$ cat src/rtl/tlbx_pkg.sv
package tlbx_pkg;
  localparam int VA_W   = 32;
  localparam int OFF_W  = 10;
  localparam int VPN_W  = VA_W - OFF_W;
  localparam int PFN_W  = 22;
  localparam int ASID_W = 8;
  localparam int CTL_W  = 11;

  // control-word bit positions for the staged entry
  localparam int CB_V  = 10;
  localparam int CB_C  = 9;
  localparam int CB_G  = 8;
  localparam int CB_B  = 7;
  localparam int CB_AP = 4;
  localparam int CB_SZ = 2;
  localparam int CB_W  = 1;
  localparam int CB_D  = 0;

  typedef enum logic [1:0] {
    FLT_NONE  = 2'd0,
    FLT_MISS  = 2'd1,
    FLT_MULTI = 2'd2,
    FLT_PROT  = 2'd3
  } fault_e;

  typedef struct packed {
    logic [VPN_W-1:0]  vpn;
    logic [ASID_W-1:0] asid;
    logic              v;
    logic [PFN_W-1:0]  pfn;
    logic              c;
    logic              g;
    logic              b;
    logic [2:0]        ap;
    logic [1:0]        sz;
    logic              w;
    logic              d;
  } entry_t;

  // page-number bits that lie inside the page for each size code
  function automatic logic [VPN_W-1:0] size_mask(input logic [1:0] sz);
    case (sz)
      2'd0:    size_mask = VPN_W'(0);
      2'd1:    size_mask = VPN_W'(10'h003);
      2'd2:    size_mask = VPN_W'(10'h03F);
      default: size_mask = VPN_W'(10'h3FF);
    endcase
  endfunction
endpackage

$ cat src/rtl/tlbx_entries.sv
module tlbx_entries
  import tlbx_pkg::*;
#(
  parameter int ENTRIES = 8,
  parameter bit IS_DATA = 1'b1,
  localparam int IDX_W = $clog2(ENTRIES)
) (
  input  logic             clk,
  input  logic             rst_n,
  input  logic             we,
  input  logic [IDX_W-1:0] widx,
  input  entry_t           wentry,
  output entry_t           ents [ENTRIES]
);
  entry_t stored;

  generate
    if (IS_DATA) begin : g_full
      assign stored = wentry;
    end else begin : g_subset
      always_comb begin
        stored   = wentry;
        stored.b = 1'b0;
        stored.w = 1'b0;
        stored.d = 1'b0;
      end
    end
  endgenerate

  for (genvar k = 0; k < ENTRIES; k++) begin : g_slot
    always_ff @(posedge clk) begin
      if (!rst_n) begin
        ents[k]     <= '0;
        ents[k].vpn <= VPN_W'(k);
      end else if (we && widx == IDX_W'(k)) begin
        ents[k] <= stored;
      end
    end
  end
endmodule

$ cat src/rtl/tlbx_lookup.sv
module tlbx_lookup
  import tlbx_pkg::*;
#(
  parameter int ENTRIES = 8,
  parameter bit IS_DATA = 1'b1
) (
  input  entry_t              ents [ENTRIES],
  input  logic [VPN_W-1:0]    vpn,
  input  logic [ASID_W-1:0]   asid,
  input  logic                user,
  input  logic                write,
  output fault_e              fault,
  output logic [PFN_W-1:0]    frame,
  output logic [2:0]          attr
);
  logic [ENTRIES-1:0] match;
  entry_t             sel;
  logic               multi, any, perm_ok;
  logic [VPN_W-1:0]   smask;

  always_comb begin
    match = '0;
    sel   = '0;
    for (int k = 0; k < ENTRIES; k++) begin
      match[k] = (((ents[k].vpn ^ vpn) & ~size_mask(ents[k].sz)) == '0) &&
                 (ents[k].g || ents[k].asid == asid);
    end
    for (int k = 0; k < ENTRIES; k++) begin
      if (match[k]) sel = sel | ents[k];
    end
  end

  assign any   = |match;
  assign multi = |(match & (match - ENTRIES'(1)));
  assign smask = size_mask(sel.sz);

  generate
    if (IS_DATA) begin : g_dperm
      assign perm_ok = !(user && !sel.ap[2]) && !(write && (!sel.ap[1] || !sel.d));
      assign attr    = {sel.c, sel.b, sel.w};
    end else begin : g_iperm
      assign perm_ok = !(user && !sel.ap[2]) && sel.ap[0] && !(write && sel.d);
      assign attr    = {sel.c, sel.b & sel.w, 1'b0};
    end
  endgenerate

  always_comb begin
    if (multi)               fault = FLT_MULTI;
    else if (!any || !sel.v) fault = FLT_MISS;
    else if (!perm_ok)       fault = FLT_PROT;
    else                     fault = FLT_NONE;
  end

  assign frame = (sel.pfn & ~PFN_W'(smask)) | (PFN_W'(vpn) & PFN_W'(smask));
endmodule

$ cat src/rtl/tlbx_rptr.sv
module tlbx_rptr #(
  parameter int ENTRIES = 8,
  localparam int IDX_W = $clog2(ENTRIES)
) (
  input  logic             clk,
  input  logic             rst_n,
  input  logic             load,
  input  logic [IDX_W-1:0] load_val,
  input  logic             step,
  output logic [IDX_W-1:0] ptr
);
  always_ff @(posedge clk) begin
    if (!rst_n)    ptr <= '0;
    else if (load) ptr <= load_val;
    else if (step) ptr <= (ptr == IDX_W'(ENTRIES-1)) ? '0 : ptr + 1'b1;
  end
endmodule

$ cat src/rtl/tlbx_side.sv
module tlbx_side
  import tlbx_pkg::*;
#(
  parameter int ENTRIES = 8,
  parameter bit IS_DATA = 1'b1,
  localparam int IDX_W = $clog2(ENTRIES)
) (
  input  logic              clk,
  input  logic              rst_n,
  input  logic [ASID_W-1:0] asid,
  input  logic              user,
  input  logic              req_valid,
  output logic              req_ready,
  input  logic [VA_W-1:0]   req_va,
  input  logic              req_write,
  output logic              rsp_valid,
  input  logic              rsp_ready,
  output fault_e            rsp_fault,
  output logic [VA_W-1:0]   rsp_pa,
  output logic [2:0]        rsp_attr,
  input  logic              wr_en,
  input  entry_t            wr_entry,
  input  logic              ptr_load,
  input  logic [IDX_W-1:0]  ptr_val,
  output logic [IDX_W-1:0]  ptr,
  output logic              acc,
  output fault_e            acc_fault
);
  entry_t            ents [ENTRIES];
  logic [PFN_W-1:0]  frame;
  logic [2:0]        attr;

  tlbx_entries #(.ENTRIES(ENTRIES), .IS_DATA(IS_DATA)) u_ents (
    .clk(clk), .rst_n(rst_n), .we(wr_en), .widx(ptr),
    .wentry(wr_entry), .ents(ents)
  );

  tlbx_lookup #(.ENTRIES(ENTRIES), .IS_DATA(IS_DATA)) u_look (
    .ents(ents), .vpn(req_va[VA_W-1:OFF_W]), .asid(asid), .user(user),
    .write(req_write), .fault(acc_fault), .frame(frame), .attr(attr)
  );

  tlbx_rptr #(.ENTRIES(ENTRIES)) u_ptr (
    .clk(clk), .rst_n(rst_n), .load(ptr_load), .load_val(ptr_val),
    .step(wr_en), .ptr(ptr)
  );

  assign req_ready = !rsp_valid || rsp_ready;
  assign acc       = req_valid && req_ready;

  always_ff @(posedge clk) begin
    if (!rst_n) begin
      rsp_valid <= 1'b0;
      rsp_fault <= FLT_NONE;
      rsp_pa    <= '0;
      rsp_attr  <= '0;
    end else if (acc) begin
      rsp_valid <= 1'b1;
      rsp_fault <= acc_fault;
      rsp_pa    <= {frame, req_va[OFF_W-1:0]};
      rsp_attr  <= attr;
    end else if (rsp_ready) begin
      rsp_valid <= 1'b0;
    end
  end
endmodule

$ cat src/rtl/tlbx_mmu.sv
module tlbx_mmu
  import tlbx_pkg::*;
#(
  parameter int ENTRIES = 8,
  localparam int IDX_W = $clog2(ENTRIES)
) (
  input  logic              clk,
  input  logic              rst_n,
  input  logic [ASID_W-1:0] cur_asid,
  input  logic              user_mode,
  input  logic              i_req_valid,
  output logic              i_req_ready,
  input  logic [VA_W-1:0]   i_req_va,
  output logic              i_rsp_valid,
  input  logic              i_rsp_ready,
  output logic [1:0]        i_rsp_fault,
  output logic [VA_W-1:0]   i_rsp_pa,
  output logic              i_rsp_cache,
  input  logic              d_req_valid,
  output logic              d_req_ready,
  input  logic [VA_W-1:0]   d_req_va,
  input  logic              d_req_write,
  output logic              d_rsp_valid,
  input  logic              d_rsp_ready,
  output logic [1:0]        d_rsp_fault,
  output logic [VA_W-1:0]   d_rsp_pa,
  output logic [2:0]        d_rsp_attr,
  input  logic              wr_valid,
  input  logic              wr_data_side,
  input  logic [VPN_W-1:0]  wr_vpn,
  input  logic [ASID_W-1:0] wr_asid,
  input  logic [PFN_W-1:0]  wr_pfn,
  input  logic [CTL_W-1:0]  wr_ctl,
  input  logic              ptr_set_valid,
  input  logic              ptr_set_data,
  input  logic [IDX_W-1:0]  ptr_set_val,
  output logic [IDX_W-1:0]  i_ptr,
  output logic [IDX_W-1:0]  d_ptr,
  output logic [VA_W-1:0]   exc_addr,
  output logic [31:0]       exc_hi
);
  entry_t            staged;
  fault_e            i_flt, d_flt, i_acc_flt, d_acc_flt;
  logic              i_acc, d_acc;
  logic [2:0]        i_attr;
  logic [VPN_W-1:0]  exc_vpn;
  logic [ASID_W-1:0] exc_asid;
  logic              exc_instr;

  always_comb begin
    staged      = '0;
    staged.vpn  = wr_vpn;
    staged.asid = wr_asid;
    staged.pfn  = wr_pfn;
    staged.v    = wr_ctl[CB_V];
    staged.c    = wr_ctl[CB_C];
    staged.g    = wr_ctl[CB_G];
    staged.b    = wr_ctl[CB_B];
    staged.ap   = wr_ctl[CB_AP +: 3];
    staged.sz   = wr_ctl[CB_SZ +: 2];
    staged.w    = wr_ctl[CB_W];
    staged.d    = wr_ctl[CB_D];
  end

  tlbx_side #(.ENTRIES(ENTRIES), .IS_DATA(1'b0)) u_iside (
    .clk(clk), .rst_n(rst_n), .asid(cur_asid), .user(user_mode),
    .req_valid(i_req_valid), .req_ready(i_req_ready), .req_va(i_req_va),
    .req_write(1'b0), .rsp_valid(i_rsp_valid), .rsp_ready(i_rsp_ready),
    .rsp_fault(i_flt), .rsp_pa(i_rsp_pa), .rsp_attr(i_attr),
    .wr_en(wr_valid && !wr_data_side), .wr_entry(staged),
    .ptr_load(ptr_set_valid && !ptr_set_data), .ptr_val(ptr_set_val),
    .ptr(i_ptr), .acc(i_acc), .acc_fault(i_acc_flt)
  );

  tlbx_side #(.ENTRIES(ENTRIES), .IS_DATA(1'b1)) u_dside (
    .clk(clk), .rst_n(rst_n), .asid(cur_asid), .user(user_mode),
    .req_valid(d_req_valid), .req_ready(d_req_ready), .req_va(d_req_va),
    .req_write(d_req_write), .rsp_valid(d_rsp_valid), .rsp_ready(d_rsp_ready),
    .rsp_fault(d_flt), .rsp_pa(d_rsp_pa), .rsp_attr(d_rsp_attr),
    .wr_en(wr_valid && wr_data_side), .wr_entry(staged),
    .ptr_load(ptr_set_valid && ptr_set_data), .ptr_val(ptr_set_val),
    .ptr(d_ptr), .acc(d_acc), .acc_fault(d_acc_flt)
  );

  assign i_rsp_fault = i_flt;
  assign d_rsp_fault = d_flt;
  assign i_rsp_cache = i_attr[2] | (i_attr[1] & i_attr[0]);

  // capture: data side wins a same-cycle tie
  always_ff @(posedge clk) begin
    if (!rst_n) begin
      exc_addr  <= '0;
      exc_vpn   <= '0;
      exc_asid  <= '0;
      exc_instr <= 1'b0;
    end else if (d_acc && d_acc_flt != FLT_NONE) begin
      exc_addr  <= d_req_va;
      exc_vpn   <= d_req_va[VA_W-1:OFF_W];
      exc_asid  <= cur_asid;
      exc_instr <= 1'b0;
    end else if (i_acc && i_acc_flt != FLT_NONE) begin
      exc_addr  <= i_req_va;
      exc_vpn   <= i_req_va[VA_W-1:OFF_W];
      exc_asid  <= cur_asid;
      exc_instr <= 1'b1;
    end
  end

  assign exc_hi = {exc_vpn, 1'b0, exc_instr, exc_asid};
endmodule

$ cat config.mk
export PLATFORM = sky130hd
export DESIGN_NAME = tlbx_mmu
export DESIGN_NICKNAME = d
export VERILOG_FILES = /design/src/rtl/tlbx_pkg.sv /design/src/rtl/tlbx_entries.sv /design/src/rtl/tlbx_lookup.sv /design/src/rtl/tlbx_rptr.sv /design/src/rtl/tlbx_side.sv /design/src/rtl/tlbx_mmu.sv
export SDC_FILE = /design/constraint.sdc
export NUM_CORES = 2
export LEC_CHECK = 0
export BUFFER_PORTS_ARGS = -buffer_cell sky130_fd_sc_hd__buf_4
export CORE_ASPECT_RATIO = 1.1
export CORE_MARGIN = 2
export CORE_UTILIZATION = 50
export CTS_CLUSTER_DIAMETER = 80
export DETAILED_ROUTE_END_ITERATION = 16
export PLACE_DENSITY = 0.74
export SLEW_MARGIN = 30
export SYNTH_ARGS = -nofsm -noshare
export SYNTH_HDL_FRONTEND = slang
export SYNTH_SLANG_ARGS = --single-unit
$ cat constraint.sdc
create_clock -name clk -period 4.74 [get_ports clk]
set_clock_uncertainty 0.15 [all_clocks]
set_input_delay 1.185 -clock clk [delete_from_list [all_inputs] [get_ports clk]]
set_output_delay 1.185 -clock clk [all_outputs]
set_load 0.01 [all_outputs]
# Word level (Yosys, flattened, before mapping)
# Index checks and enable logic that the tools add are counted.
# classes
add_sub_neg,4
eq_ne,66
muxes,56
bitwise,74
n_reduce_logical,129
# ops
op,count
$pmux W10 S3,18
$mux W33,16
$or A33 B33 Y33,14
$and A22 B22 Y22,20
$not A22 Y22,18
$logic_not A22 Y1,16
$xor A22 B22 Y22,16
$eq A8 B8 Y1,16
$mux W32,2
$logic_and A1 B1 Y1,45
$mux W22,2
$or A22 B22 Y22,2
$eq A2 B1 Y1 const B,18
$eq A2 B2 Y1 const B,18
$logic_not A2 Y1,18
$reduce_or A8 Y1,4
$eq A3 B3 Y1 const B,8
$logic_or A1 B1 Y1,21
$mux W3,6
$and A8 B8 Y8,2
$mux W8,2
$sub A8 B1 Y8 const B,2
$logic_not A1 Y1,15
$reduce_bool A2 Y1,7
other kinds (9),23
# totals
regBits,1128
inputBits,150
out_inout_bits,146
word_cells,495

# Logic depth before layout (Yosys ltp)
# depth
ltp_word,32
mapped_depth,15
depth_no_buf,10

# By module
# A second synthesis with hierarchy kept.
# hier_totals
hier_cells,5124
hier_area_um2,50415.9
# modules_own_cells
mod,instances,cells_per_inst,area_per_inst_um2,seq_area_each_um2
tlbx_entries (u_dside.u_ents),1,1705,18357.6,10089.7
tlbx_entries (u_iside.u_ents),1,1652,17695.7,9609.2
tlbx_lookup (u_dside.u_look),1,601,4543.1,0.0
tlbx_lookup (u_iside.u_look),1,559,4444.3,0.0
tlbx_side,2,165,1519.0,760.7
tlbx_mmu,1,247,1986.9,820.8
tlbx_rptr,2,15,175.2,60.1

# Worst setup path after synthesis
# No wires, ideal clock.
# synth_path
kind,input port to flip-flop
start,input port cur_asid[7]
end,register exc_asid[0]
setup_time_ps,72
t_arrival_ps,3574
t_required_ps,4518
path_slack_ps,945
stages,15
n_path_buf,5
cell_sequence,buf_6 > buf_6 > xor2_1 > nor4_1 > a21oi_1 > nor4b_2 > buf_4 > a222oi_1 > nand4_1 > o211ai_2 > o21ai_2 > buf_6 > and2_1 > buf_6 > mux2i_1
# synth_via
elab_chain_cells,29
elab_cells_between_ends,117
classes_between,add/sub: 2; eq/ne: 16; mux: 23; bitwise: 16; reduce/logical: 60
# synth_rtl
item,line_no,rtl
"start, declared",tlbx_mmu.sv:9,"input logic [ASID_W-1:0] cur_asid,"
$eq A8 B8 Y1,tlbx_lookup.sv:26,(ents[k].g || ents[k].asid == asid);
$logic_or A1 B1 Y1,tlbx_lookup.sv:26,
$logic_and A1 B1 Y1,tlbx_lookup.sv:25,match[k] = (((ents[k].vpn ^ vpn) & ~size_mask(ents[k].sz)) == '0) &&
$mux W33,tlbx_lookup.sv:29,if (match[k]) sel = sel | ents[k];
$or A33 B33 Y33,tlbx_lookup.sv:29,
$mux W33,tlbx_lookup.sv:29,
$or A33 B33 Y33,tlbx_lookup.sv:29,
$mux W33,tlbx_lookup.sv:29,
[13 not listed],-,
$logic_not A1 Y1,tlbx_lookup.sv:39,assign perm_ok = !(user && !sel.ap[2]) && !(write && (!sel.ap[1] || !sel.d));
$logic_and A1 B1 Y1,tlbx_lookup.sv:39,
$mux W2,tlbx_lookup.sv:50,else if (!perm_ok) fault = FLT_PROT;
$mux W2,tlbx_lookup.sv:49,else if (!any || !sel.v) fault = FLT_MISS;
$mux W2,tlbx_lookup.sv:48,if (multi) fault = FLT_MULTI;
$reduce_bool A2 Y1,tlbx_mmu.sv:96,end else if (d_acc && d_acc_flt != FLT_NONE) begin
$logic_and A1 B1 Y1,tlbx_mmu.sv:96,
$mux W8 / $reduce_bool A2 Y1 (equally long branches),-,
"end signal, assigned",tlbx_mmu.sv:99,exc_asid <= cur_asid;
"end signal, assigned",tlbx_mmu.sv:104,exc_asid <= cur_asid;
"end, declared",tlbx_mmu.sv:47,logic [ASID_W-1:0] exc_asid;
# Parallel ways exist; a longest one is shown, timed or not.
# A chain may end at the register's enable or synchronous reset.

# Worst setup path in the final report
# layout_path
start,input port cur_asid[6]
end,register exc_asid[5]
# The elaborated chain is that of the path after synthesis.

==> results.yml <==
pwr:
  switchingPower_mw: 4.99
  sequentialPowerShare: 0.470
  leakagePower_nw: 19.8
  vdd_drop_max_uv: 295
  power_frac_comb: 0.083
  internal_power_mw: 15.2
  power_density_nw_per_um2: 360
  p_sw_frac: 0.247
  power_frac_clock: 0.447
finish:
  fin_nets: 6123
  fillers: 8799
  syn_to_final_growth_pct: 12.8
  drive_gt1_frac: 0.108
  finish.utilization: 0.567
  finalInstanceArea_um2: 56000
clock_network:
  postCtsSetupRepairBufs: 0
  numCtsBuffers: 110
  ctsResizeCount: 0
  cts_sinks: 1089
  clockBufferDepth: 3
  cts.clk_slew.worst_paths_ns: 0.07
  h-tree-depth: 3
  clk_latency_ns: 0.70
  cts_tree: "yes"
  cts-root-buf: "clkbuf_16"
  hold_buffers: 0
timing:
  worst_slew_pin_slew_ns: 0.969
  relSlewSlack: 0.354
  fmax_mhz: 249
  hold_violations: 0
  period_minus_slack_ns: 4.01
  setup_viol: 0
  rsz0062_at_grt: "no"
  worst_slack_ns: 0.728
  fin_crit_sh: 0.846
  setup_tns_ns: 0
  slew_violations: 0
global_route:
  antenna_found_initial: 18
  grt.total_usage: 0.318
  grt_max_degree: 144
  grt_pass1_vias: 40700
  grt_overflow_total: 0
  grt_pass1_wl_mm: 252
synth:
  syn_nets: 6216
  synth_top_area_cell: "dfxtp_1"
  syn_inst: 6054
  avgSynthCellArea_um2: 8.20
  yosys_register_bits: 1089
  synth_area_leaders: "dfxtp_1 (44%), nand2_1 (16%), a21boi_0 (15%)"
  yosysSeqAreaShare: 0.439
  synth_top_cell_area_share: 0.439
  synth_area_um2: 49600
  async_reset_ff_frac: 0
  synth_edf_count: 0
  ys_warn_count: 0
  ys_types: 74
  synth_flop_cell: "dfxtp_1"
min_path:
  hold_path_class: "register to register"
setup_path:
  worst-setup-path-type: "input pin to register"
  worst-path-max-fanout: 17
  cp-end-kind: "register"
  path_common_cell: "buf_12"
  required_ns: 5.22
  cp_cell_sequence: "buf_4 > xor2_1 > nor4_1 > a21oi_1 > nor4b_4 > a222oi_1 > nand4_1 > o211ai_2 > o21ai_2 > buf_12 > and2_1 > buf_12 > mux2i_1"
  critical-path-slowest-cell: "nor4b_4"
  startpoint_type: "input pin"
  cp_slowest_stage_delay_ns: 0.58
  cp.arrival_ns: 4.49
placement:
  portBuffers: 294
  gp_congestion: 0.922
  dpl_cell_area_um2: 52200
  dpl.hpwl_mm: 107
  dp_slack_ns: 0.176
route:
  routed_wl_mm: 168
  num_vias: 43400
  drc_errors: 0
  drt_first_iter_violations: 4911
  wl_per_cell_um: 22.9
  antenna_left: 0
  dr.pass1.iters: 8
  viasPerCell: 5.91
run_status:
  status: "finished clean"
floorplanning:
  core_area_um2: 98700
  die_h_um: 334
  rows: 121
  dieArea_um2: 102000
  die-width_um: 304
  io_pins: 296
  initial_utilization: 0.503
job:
  maxCapViolCount: 0
-- final timing paths --
| kind | startpoint | endpoint | slack, ns | cells past startpoint |
|---|---|---|---|---|
| setup / recovery | cur_asid[6] | exc_asid[5] | 0.73 | 13 |
| hold / removal | u_iside.u_ents.ents[84] | u_iside.u_ents.ents[84] | 0.31 | 2 |
| setup reg to reg | u_iside.u_ents.ents[291] | exc_asid[5] | 1.16 | 12 |
| hold reg to reg | u_iside.u_ents.ents[84] | u_iside.u_ents.ents[84] | 0.31 | 2 |
-- synthesized netlist by cell type, drive strengths merged (5+ instances only) --
master	instances
a2111oi	5
a21boi	972
a21o	12
a21oi	87
a221oi	40
a222oi	42
a22o	39
a22oi	59
a31oi	30
a41o	8
a41oi	5
and2	23
and3	22
buf	136
clkbuf	482
dfxtp	1089
ha	12
inv	20
mux2i	52
nand2	2060
nand3	51
nand4	76
nor2	19
nor3	13
nor4	56
o211a	5
o211ai	9
o21ai	87
o21bai	5
o41ai	8
xnor2	222
xor2	258
-- worst max-delay path: cells and delay by family --
kind / cells / cell delay (ns)
AND/OR/NAND/NOR: 4 / 1.46
AO/OA/AOI/OAI: 4 / 0.85
buffers and inverters: 3 / 0.65
XOR/XNOR: 1 / 0.13
multiplexers: 1 / 0.18
-- layout by cell type (no fill, tap or decap), drive strengths merged, types with 5 or more instances in the layout --
cell	count
and3	22
a31oi	30
mux2i	52
nand2	2060
a41o	8
a21oi	87
nor2	19
dfxtp	1089
nor4	56
a22oi	59
o211ai	9
a221oi	40
inv	23
a222oi	42
clkbuf	172
a21boi	972
a21o	12
ha	12
nand3	51
buf	413
clkinv	15
nand4	76
o211a	5
and2	23
nor3	13
o21ai	87
a2111oi	5
o21bai	5
a22o	39
bufinv	6
o41ai	8
a41oi	5
xor2	258
xnor2	222
-- metrics by stage --
stage / power, mW / std cells / hold WS (ns)
detailed placement: 11.3 / 7140 / 0.306
floorplan: 10.7 / 6054 / 0.289
CTS: 20.2 / 7340 / 0.314
finish: 20.2 / 7343 / 0.310
global route: 20.7 / 7340 / 0.327
global placement: 11.3 / 7140 / 0.298
-- power groups by stage --
stage / clock, mW / sequential, mW / combinational (mW)
after detailed placement: 0 / 9.67 / 1.65
after floorplan: 0 / 9.65 / 1.02
after global routing: 9.41 / 9.48 / 1.77
after global placement: 0 / 9.67 / 1.62
after CTS: 9.06 / 9.47 / 1.65
final: 9.01 / 9.47 / 1.68
-- flip-flops by register name, summed over array words and instances (netlist names), 2 cells and up --
name                 count
u_iside.u_ptr.ptr        3
u_iside.u_ents.ents    472
u_dside.rsp_attr         3
u_dside.rsp_pa          32
u_dside.rsp_fault        2
u_dside.u_ents.ents    496
u_dside.u_ptr.ptr        3
u_iside.rsp_pa          32
u_iside.rsp_fault        2
exc_addr                32
exc_asid                 8
-- cell families after synthesis --
family	Yosys count	share of synthesized area
simple gates	2340	0.190
compound gates	1440	0.216
flops	1089	0.439
buf+inv	638	0.0565
xor+xnor	480	0.0847
mux	52	0.0105
fa+ha+maj	14	0.00343
other cells	1	0.0000755
-- area by class of cell --
type,instances,area (µm²),share of cell area
repair buffers,413,3520,0.0629
clock inverters,28,370,0.00662
flip-flops and latches,1089,21800,0.389
multi-input cells,4327,25200,0.450
well taps,1291,1620,0.0289
diodes,3,7.51,0.000134
inverters,20,75.1,0.00134
clock buffers,172,3390,0.0605
-- metal layers --
| layer | track usage | share of wire | vias to the layer above |
|---|---|---|---|
| met1 | 0.417 | 0.40 | 20900 |
| met5 | 0 | 0.00081 | - |
| met3 | 0.0578 | 0.098 | 409 |
| met4 | 0.149 | 0.047 | 20 |
| met2 | 0.507 | 0.45 | 2187 |
| li1 | - | - | 19900 |
No activity file was read; power rests on OpenSTA's default activity.
